**config.mk**
```make
export PLATFORM = sky130hd
export DESIGN_NAME = crc_range_seq
export DESIGN_NICKNAME = d
export VERILOG_FILES = /design/src/rtl/crc_range_seq.sv
export SDC_FILE = /design/constraint.sdc
export NUM_CORES = 1
export LEC_CHECK = 0
export ABC_CLOCK_PERIOD_IN_PS = 3400
export BUFFER_PORTS_ARGS = -buffer_cell sky130_fd_sc_hd__buf_2
export CAP_MARGIN = 20
export CORE_MARGIN = 2
export CORE_UTILIZATION = 51
export CTS_CLUSTER_DIAMETER = 80
export DETAILED_ROUTE_END_ITERATION = 7
export GPL_TIMING_DRIVEN = 0
export PLACE_DENSITY = 0.78
export SLEW_MARGIN = 20
export SYNTH_ARGS = -nofsm -noshare
export SYNTH_HDL_FRONTEND = slang
export SYNTH_SLANG_ARGS = --single-unit
```
**constraint.sdc**
```tcl
create_clock -name clk -period 3.4 [get_ports clk]
set_input_delay 0 -clock clk [delete_from_list [all_inputs] [get_ports clk]]
set_output_delay 0 -clock clk [all_outputs]
set_load 0.05 [all_outputs]
```
**src/rtl/crc_range_seq.sv**
```systemverilog
module crc_range_seq #(
  parameter int FLASH_PAGES = 4,
  parameter int MAX_CODE    = 10,
  localparam int PW = $clog2(FLASH_PAGES),
  localparam int AW = PW + 10
) (
  input  logic          clk,
  input  logic          rst_n,
  input  logic          cfg_we,
  input  logic [31:0]   cfg_wdata,
  output logic [31:0]   ctrl_rdata,
  output logic          cfg_err,
  output logic          ready,
  output logic [31:0]   crc_result,
  output logic          mem_re,
  output logic [AW-1:0] mem_addr,
  input  logic [31:0]   mem_rdata
);

  function automatic logic [31:0] fold(input logic [31:0] c, input logic [31:0] d);
    logic [31:0] r;
    r = c;
    for (int i = 0; i < 32; i++)
      r = (r >> 1) ^ (32'hEDB88320 & {32{r[0] ^ d[i]}});
    return r;
  endfunction

  logic [15:0] wr_page, wr_mask, wr_end;
  logic [3:0]  wr_code;
  logic        code_bad, range_bad, accept;

  assign wr_page   = cfg_wdata[15:0];
  assign wr_code   = cfg_wdata[19:16];
  assign wr_mask   = 16'((17'd1 << wr_code) - 17'd1);
  assign wr_end    = wr_page | wr_mask;
  assign code_bad  = 32'(wr_code) > MAX_CODE;
  assign range_bad = 32'(wr_end) >= FLASH_PAGES;
  assign accept    = cfg_we && !code_bad && !range_bad;

  logic [15:0]   page_q;
  logic [3:0]    code_q;
  logic [AW-1:0] addr, last;
  logic          issuing, rd_vld, rd_last;
  logic [31:0]   crc, crc_nxt;

  assign crc_nxt    = fold(crc, mem_rdata);
  assign mem_re     = issuing;
  assign mem_addr   = addr;
  assign ctrl_rdata = {7'b0, ready, 4'b0, code_q, page_q};

  always_ff @(posedge clk or negedge rst_n) begin
    if (!rst_n) begin
      page_q     <= '0;
      code_q     <= '0;
      addr       <= '0;
      last       <= '0;
      issuing    <= 1'b0;
      rd_vld     <= 1'b0;
      rd_last    <= 1'b0;
      crc        <= '1;
      crc_result <= '0;
      ready      <= 1'b0;
      cfg_err    <= 1'b0;
    end else begin
      if (cfg_we) cfg_err <= !accept;
      if (accept) begin
        page_q  <= wr_page;
        code_q  <= wr_code;
        addr    <= {wr_page[PW-1:0], 10'h000};
        last    <= {wr_end[PW-1:0], 10'h3FF};
        issuing <= 1'b1;
        rd_vld  <= 1'b0;
        rd_last <= 1'b0;
        crc     <= '1;
        ready   <= 1'b0;
      end else begin
        rd_vld  <= issuing;
        rd_last <= issuing && (addr == last);
        if (issuing) begin
          addr <= addr + 1'b1;
          if (addr == last) issuing <= 1'b0;
        end
        if (rd_vld) begin
          crc <= crc_nxt;
          if (rd_last) begin
            crc_result <= ~crc_nxt;
            ready      <= 1'b1;
          end
        end
      end
    end
  end

endmodule


```
### Word level (Yosys, flattened, before mapping)

Index checks and enable logic that the tools add are counted.

| storage, ports and cells | value |
|---|---|
| output and inout port bits | 79 |
| register bits after elaboration | 113 |
| logic and storage cells | 107 |
| bits of input ports | 67 |

| operators by class | value |
|---|---|
| bitwise gates (word level) | 67 |
| reductions and logical operators | 11 |
| $add $sub $neg | 2 |
| $lt $le $gt $ge | 2 |
| shifts and indexed selects | 1 |
| equality and inequality tests | 1 |
| multiplexer cells | 12 |

Operator list:

| kind | count |
|---|---|
| bitwise XOR 31 x 32 -> 32 bit | 32 |
| two-way mux 32 bit | 2 |
| inverter 32 bit | 1 |
| bitwise XOR 1 bit | 32 |
| two-way mux 12 bit | 2 |
| >= comparator 16 x 3 -> 1 bit, second input constant | 1 |
| OR 16 bit | 1 |
| << shifter 1 x 4 -> 16 bit, first input constant | 1 |
| subtractor 16 x 1 -> 16 bit, second input constant | 1 |
| adder 12 x 1 -> 12 bit, second input constant | 1 |
| == test 12 bit | 1 |
| two-way mux 1 bit | 8 |
| nonzero test 2 bit | 3 |
| > comparator 4 bit, second input constant | 1 |
| logical AND 1 bit | 3 |
| zero test 1 bit | 3 |
| AND reduction 3 bit | 1 |
| AND reduction 2 bit | 1 |
| inverter 1 bit | 1 |

### Depth between registers and ports, before layout

Gate-level depths: netlist (run 1).

| depth | value |
|---|---|
| word-level depth | 66 |
| depth in mapped cells | 11 |
| gate-level depth less buffers | 10 |

### Worst setup path before layout (run 1)

No wires, ideal clock.

| path | value |
|---|---|
| path type | reg2reg |
| start | register crc[4] |
| end | register crc[19] |
| clock period less this slack | 3.764 ns |
| setup time | 0.090 ns |
| buffers on the path | 0 |
| data required time | 3.310 ns |
| arrival | 3.674 ns |
| cell stages (with the launch flop) | 11 |
| setup slack | -0.364 ns |
| cells stage by stage | dfstp_2 -> xor2_1 -> xnor3_2 -> xnor3_2 -> xnor2_2 -> xnor3_2 -> xnor2_4 -> xnor2_2 -> xor3_1 -> nor2_1 -> o21ai_1 |

| on the way | value |
|---|---|
| longest elaborated chain between the ends | 39 |
| elaborated cells between the ends (all ways) | 49 |
| those cells by class | 2 x mux; 47 x bitwise |

RTL lines:

| what | line | RTL |
|---|---|---|
| start, declared | 44 | `logic [31:0] crc, crc_nxt;` |
| start signal, assigned | 84 | `crc <= crc_nxt;` |
| bitwise XOR 31 x 32 -> 32 bit * (4 in series) | 24 | `r = (r >> 1) ^ (32'hEDB88320 & {32{r[0] ^ d[i]}});` |
| bitwise XOR 1 bit * | 24 |  |
| bitwise XOR 31 x 32 -> 32 bit * (6 in series) | 24 |  |
| bitwise XOR 1 bit / bitwise XOR 31 x 32 -> 32 bit (equally long branches) | 24 |  |
| bitwise XOR 31 x 32 -> 32 bit * (6 in series) | 24 |  |
| bitwise XOR 1 bit / bitwise XOR 31 x 32 -> 32 bit (equally long branches) | 24 |  |
| bitwise XOR 31 x 32 -> 32 bit * (6 in series) | 24 |  |
| bitwise XOR 1 bit / bitwise XOR 31 x 32 -> 32 bit (equally long branches) | 24 |  |
| bitwise XOR 31 x 32 -> 32 bit * (9 in series) | 24 |  |
| bitwise XOR 1 bit | 24 |  |
| bitwise XOR 31 x 32 -> 32 bit * | 24 |  |
| two-way mux 32 bit * | 83 | `if (rd_vld) begin` |
| two-way mux 32 bit * | 66 | `if (accept) begin` |

Mark *: on every way between the ends. The rest lies on a longest branch, timed or not. The select of a mux whose other input is x is not followed.
A chain may end at the register's enable or synchronous reset.

### Worst setup path after layout (run 1)

| path | value |
|---|---|
| start | register crc[3] |
| end | register crc[28] |

| on the way | value |
|---|---|
| longest elaborated chain between the ends | 39 |
| elaborated cells between the ends (all ways) | 48 |
| those cells by class | 2 x mux; 46 x bitwise |

RTL lines:

| what | line |
|---|---|
| bitwise XOR 31 x 32 -> 32 bit * (3 in series) | 24 |
| bitwise XOR 1 bit * | 24 |
| bitwise XOR 31 x 32 -> 32 bit * (6 in series) | 24 |
| bitwise XOR 1 bit / bitwise XOR 31 x 32 -> 32 bit (equally long branches) | 24 |
| bitwise XOR 31 x 32 -> 32 bit * (6 in series) | 24 |
| bitwise XOR 1 bit / bitwise XOR 31 x 32 -> 32 bit (equally long branches) | 24 |
| bitwise XOR 31 x 32 -> 32 bit * (6 in series) | 24 |
| bitwise XOR 1 bit / bitwise XOR 31 x 32 -> 32 bit (equally long branches) | 24 |
| bitwise XOR 31 x 32 -> 32 bit * (9 in series) | 24 |
| bitwise XOR 1 bit | 24 |
| bitwise XOR 31 x 32 -> 32 bit * (2 in series) | 24 |
| two-way mux 32 bit * | 83 |
| two-way mux 32 bit * | 66 |

Marks and branches as above.

==> reports/metrics.yaml, run 1 <==
synthesis:
  synth_cell_types: 40
  async_flop_share_pct: 100
  ys.warnings.count: 0
  synth-seq-cells: 104
  synth_area_leaders: "dfrtp_1 24%, xnor2_1 19%, dfstp_2 11%"
  synth_top_flop_cell: "dfrtp_1"
  yosysMostFrequentCell: "xnor2_1"
  synth-seq-area-share_pct: 35.3
  synth_area_leader_cell: "dfrtp_1"
  synth_area_sq_mm: 0.00748
  synth_edf_count: 0
  syn_inst: 661
  syn_area_per_cell_sq_um: 11.3
  synth.top_cell.area_share_pct: 24.1
  yosys-top-cells-count: "159 x xnor2_1, 72 x dfrtp_1, 65 x nand2_1, 55 x nor2_1, 47 x o21ai_0"
global_routing:
  grt_pass1_vias: 5917
  grt_max_degree: 67
  grt_overflow_total: 0
  grt_usage_pct: 28.8
  grt_pass1_wl_um: 34600
  antenna_found_initial: 0
detailed_routing:
  wirelength_um: 27200
  wl_per_cell_um: 24.2
  viasPerCell: 5.54
  postRouteAntennaNets: 0
  drt_iter0_drc: 435
  num_vias: 6238
  drc_errors: 0
  firstDrtPassIters: 6
setup_path:
  r2r_slack_ps: -540
  path_class: "reg -> reg"
  critical_path.cell_chain: "xnor2_4, xnor3_2, buf_4, xor2_4, xnor2_2, xnor3_2, buf_6, xnor2_4, buf_6, buf_6, xnor3_2, buf_4, nor2_2, o21ai_1"
  crit_buf_inv: 5
  crit_family: "XOR/XNOR gates"
  rr_endpoint: "crc[28]"
  worstReg2RegStart: "crc[3]"
  reg2reg_depth: 14
  startpoint_type: "flip-flop"
  critPathRequiredTime_ps: 3640
  crit_arrival_ps: 4190
  crit_start: "crc[3]"
  cpMaxStageDelayCell: "dfstp_2"
  end_kind: "flip-flop"
  cp_slowest_stage_delay_ps: 630
  crit_path_max_fanout: 4
floorplanning:
  die_x_um: 125
  dieArea_sq_mm: 0.0156
  initial_core_util_pct: 51.8
  die_h_um: 125
  ios: 146
  coreArea_sq_mm: 0.0144
  row_count: 44
timing:
  tightestPinTransition_ps: 940
  rsz0062_at_grt: "true"
  hold_viol_final: 0
  fmax_mhz: 254
  clock_skew_ps: 8.72
  slew_headroom_pct: 36.9
  final-max-slew-violation-count: 0
  fin_ws_ps: -543
  period_share_pct: 116
  setup_viol: 63
  timing.hold.ws_ps: 50.3
  fin_crit_ps: 3940
place:
  dp_cells: 978
  post-dp-hpwl_um: 14500
  place_congestion: 0.916
  io_buffer_count: 122
hold_path:
  holdCritPathClass: "in -> reg"
  min-delay-start: "cfg_wdata[18]"
  min_to: "last[10]"
  whs_path_depth: 4
cts:
  clk_pin_slew_worst_paths_ps: 80
  cts_tree: "done"
  cts_root_buffer: "clkbuf_16"
  cts_buffer_depth: 2
  cts_buffers: 9
  clkLatencyLatePin_ps: 360
  cts.sinks: 104
  htreeDepth: 3
final_layout:
  multi_input_area_sq_mm: 0.00604
  stdcell_count: 1127
  drive_gt1_share_pct: 50.3
  layout.nets: 1007
  area.growth.synth_to_final_pct: 51.2
  fill_cells: 799
  num_antenna_cells: 0
  ff_latch_area_sq_mm: 0.00264
status:
  violations: "setup timing"
  outcome: "finished, violations left"
flow_run:
  cap_violations: 0
==> tightest hold or removal path: stages <==
cell and delay [ps]:
buf_2 80, or4_1 120, o21ai_0 90, nand2_1 80
==> layout by cell type, fill, tap and decap left out, types with 4 or more instances in the layout <==
cell	instances
and2_1	17
buf_12	7
buf_2	121
buf_4	96
buf_6	38
clkbuf_1	20
clkbuf_16	9
conb_1	11
dfrtp_1	72
dfstp_2	32
dlygate4sd3_1	6
mux2_2	8
mux2i_1	4
nand2_1	65
nand3_1	7
nor2_1	54
nor4_1	5
o21ai_0	9
o21ai_1	39
o21ai_2	7
xnor2_1	88
xnor2_2	43
xnor2_4	48
xnor3_1	17
xnor3_2	25
xor2_1	26
xor2_2	9
xor2_4	15
xor3_2	4
==> routing by layer <==
metal,vias up,share of wire [%],global-route usage [%]
li1,2666,-,-
met1,3054,36,37.1
met2,380,50,49.5
met3,138,6.9,4.92
met4,0,7.0,9.93
met5,-,0,0
==> state kept, by name (all words and copies together) (netlist names) <==
signal / flops
ready: 1
rd_last: 1
mem_re: 1
crc_result: 32
code_q: 4
mem_addr: 12
crc: 32
last: 3
cfg_err: 1
page_q: 16
rd_vld: 1
==> through the flow <==
stage | util (%) | setup slack (ps) | TNS, ps | instance area [sq um]
after global routing | 78.4 | -592 | -20570 | 11300
after detailed placement | 59.6 | -641 | -20320 | 8600
after floorplan | - | -43.7 | -115 | 7720
after global placement | 59.4 | -664 | -18680 | 8560
after CTS | 70.0 | -228 | -5540 | 10100
final | 78.4 | -543 | -16800 | 11300
==> worst max path at each step <==
stage                    to  slack (ps)  depth (start not counted)
floorplan           crc[20]         -40                         10
global placement    crc[19]        -660                         10
detailed placement  crc[19]        -640                         10
CTS                 crc[18]        -230                         12
global route        crc[17]        -590                         10
finish              crc[28]        -540                         14
==> cells by family (layout without fill, tap and decap cells) <==
group	count (synthesis)	in the layout	synth area share [%]
other	1	11	0.0501
adders and majority gates	2	2	0.335
DFF	104	104	35.3
muxes	12	12	1.74
AOI/OAI and AO/OA	58	58	3.97
and+or+nand+nor	166	166	9.85
xor gates and xnor gates	280	280	46.1
buffers and inverters	38	310	2.63
==> area by class of cell <==
class	count	area share, %
multi-input combinational	529	53.4
sequential	104	23.4
timing repair buffer	256	16.7
tap	184	2.04
clock buffer	9	1.99
buffer	36	1.73
clock inverter	7	0.719
inverter	2	0.0664
==> timing repair <==
item	in CTS	in global routing
gates resized for setup	101	119
setup buffers	62	68
hold buffers	6	0
endpoints found under the hold margin	91	0
pin swaps	65	71
setup endpoints to repair	64	59
cloned	0	0
Power of run 1 is not shown: default switching activity piles up to over one toggle a cycle in this logic, so the estimate is an artifact.
==> run 2, diff against run 1 <==
--- a/config.mk
+++ b/config.mk
@@ -5,11 +5,12 @@
 export SDC_FILE = /design/constraint.sdc
 export NUM_CORES = 1
 export LEC_CHECK = 0
+export ABC_AREA = 1
 export ABC_CLOCK_PERIOD_IN_PS = 3400
 export BUFFER_PORTS_ARGS = -buffer_cell sky130_fd_sc_hd__buf_2
 export CAP_MARGIN = 20
 export CORE_MARGIN = 2
-export CORE_UTILIZATION = 51
+export CORE_UTILIZATION = 53
 export CTS_CLUSTER_DIAMETER = 80
 export DETAILED_ROUTE_END_ITERATION = 7
 export GPL_TIMING_DRIVEN = 0
==> run 2 against run 1 <==
Effect of this change:
- the run now ends clean
- final cell count up 72%
- setup slack better by 600 ps
- critical path depth up 8
- maximum frequency up 18%
- non-clock buffer count down 72
- clock skew about the same
- synthesized cell count up 130%
==> reports/metrics.yaml, run 2 <==
status:
  outcome: "completed"
global_routing:
  grt_pass1_wl_um: 47000
  grt_max_degree: 65
  antenna_found_initial: 0
  grt_overflow_total: 0
  grt_usage_pct: 30.1
  grt_pass1_vias: 9189
flow_run:
  cap_violations: 0
setup_path:
  crit_arrival_ps: 3560
  crit_path_max_fanout: 10
  end_kind: "flip-flop"
  path_class: "reg -> reg"
  critPathRequiredTime_ps: 3620
  worstReg2RegStart: "crc[3]"
  crit_start: "crc[3]"
  startpoint_type: "flip-flop"
synthesis:
  yosysMostFrequentCell: "nand2_1"
  synth_edf_count: 0
  synth_top_flop_cell: "dfrtp_1"
  synth-seq-cells: 104
  async_flop_share_pct: 100
  syn_area_per_cell_sq_um: 6.61
  yosys-top-cells-count: "584 x nand2_1, 174 x nand3_1, 161 x inv_1, 81 x nand2_2, 74 x xor2_1"
  synth.top_cell.area_share_pct: 22.1
  synth_area_leaders: "nand2_1 22%, dfrtp_1 18%, nand3_1 8.8%"
  syn_inst: 1499
  synth_area_sq_mm: 0.00990
  synth_cell_types: 51
  synth_area_leader_cell: "nand2_1"
  ys.warnings.count: 0
  synth-seq-area-share_pct: 26.7
cts:
  cts_tree: "done"
  clk_pin_slew_worst_paths_ps: 70
  cts_root_buffer: "clkbuf_16"
  clkLatencyLatePin_ps: 340
  cts_buffers: 9
  htreeDepth: 3
  cts.sinks: 104
  cts_buffer_depth: 2
timing:
  slew_headroom_pct: 59.3
  clock_skew_ps: 8.23
  fmax_mhz: 299
  final-max-slew-violation-count: 0
  hold_viol_final: 0
  timing.hold.ws_ps: 82.4
  period_share_pct: 98.4
  setup_viol: 0
  fin_crit_ps: 3350
  rsz0062_at_grt: "true"
  tightestPinTransition_ps: 611
detailed_routing:
  drc_errors: 0
  viasPerCell: 5.33
  drt_iter0_drc: 1222
  firstDrtPassIters: 7
  postRouteAntennaNets: 0
  wirelength_um: 31100
  num_vias: 10300
  wl_per_cell_um: 16.0
floorplanning:
  coreArea_sq_mm: 0.0181
  dieArea_sq_mm: 0.0198
  ios: 146
  die_x_um: 141
  initial_core_util_pct: 54.6
  row_count: 49
  die_h_um: 141
final_layout:
  num_antenna_cells: 0
  area.growth.synth_to_final_pct: 25.2
  layout_commonest_cell: "nand2_1"
  layout.nets: 1775
  drive_gt1_share_pct: 31.2
  top_regs: "crc: 32 flops, crc_result: 32 flops, page_q: 16 flops"
  final_cell_mix: "529 x nand2_1, 161 x inv_1, 146 x nand3_1"
  fill_cells: 1521
place:
  io_buffer_count: 122
  place_congestion: 0.965
  post-dp-hpwl_um: 23400
hold_path:
  min-delay-start: "cfg_wdata[19]"
  holdCritPathClass: "in -> reg"
run 2: logic make-up (layout without fill, tap and decap cells):
family,Yosys count,count (layout),share of synthesized area [%]
and+or+nand+nor,1000,1000,48.5
adders and majority gates,2,2,0.253
AOI/OAI and AO/OA,45,45,2.74
other,1,11,0.0379
DFF,104,104,26.7
xor gates and xnor gates,122,122,12.2
buffers and inverters,225,427,9.57
run 2: final cells by class:
| class | instances | area [sq um] | area share [%] |
|---|---|---|---|
| multi-input combinational | 1180 | 7010 | 56.6 |
| timing repair buffer | 186 | 1170 | 9.44 |
| sequential | 104 | 2640 | 21.3 |
| clock buffer | 12 | 246 | 1.99 |
| clock inverter | 4 | 52.6 | 0.424 |
| tap | 229 | 287 | 2.31 |
| inverter | 191 | 747 | 6.03 |
| buffer | 34 | 235 | 1.90 |
run 2: metrics by stage:
step | instance area, sq um | TNS, ps | setup WS, ps | cells | utilization [%]
6_report | 12400 | 0 | 54.3 | 1940 | 68.3
5_1_grt | 12400 | -1140 | -91.4 | 1940 | 68.3
4_1_cts | 11300 | 0 | 0.228 | 1889 | 62.5
3_5_place_dp | 10900 | -3320 | -223 | 1861 | 59.9
3_3_place_gp | 10800 | -1220 | -146 | 1860 | 59.7
2_1_floorplan | 9940 | 0 | 633 | 1509 | -
run 2: final timing paths:
kind	slack (ps)	end	cells past startpoint
max in group asynchronous	2580	crc[22]	3
hold / removal	80	last[10]	5
hold reg to reg	480	page_q[1]	2
setup reg to reg	50	crc_result[2]	22
setup / recovery	50	crc_result[2]	22
min in group asynchronous	130	crc_result[14]	2
run 2: per-layer routing:
metal	track usage, %	routed length, um
met1	41.0	12900
met2	49.0	14400
met3	4.45	2700
met4	10.7	1150
met5	0	0
run 2: worst max-delay path: stages (launching register included):
cell      delay [ps]
dfstp_2          580
inv_2             60
nand2_2          100
nand2_4          100
nand2_2           90
nand3_1           90
nand2_2          130
buf_8            140
nand2_1           60
nand2_2          100
nand2_1          100
nand3_4          110
nand2_8          110
inv_2             90
nand2_1           80
nand3b_1         160
nand2_2           90
nand2_2          120
nand2_8          110
buf_4            160
xor2_1           160
xor2_1           330
o21ai_1          120
run 2: timing repair:
| item | 4_1_cts | 5_1_grt |
|---|---|---|
| cloned | 0 | 1 |
| hold buffers | 6 | 0 |
| setup buffers | 6 | 50 |
| pin swaps | 3 | 44 |
| gates resized for setup | 15 | 145 |
| setup endpoints to repair | 41 | 62 |
| hold endpoints to repair | 99 | 0 |
Power of run 2 is left out for the same reason.
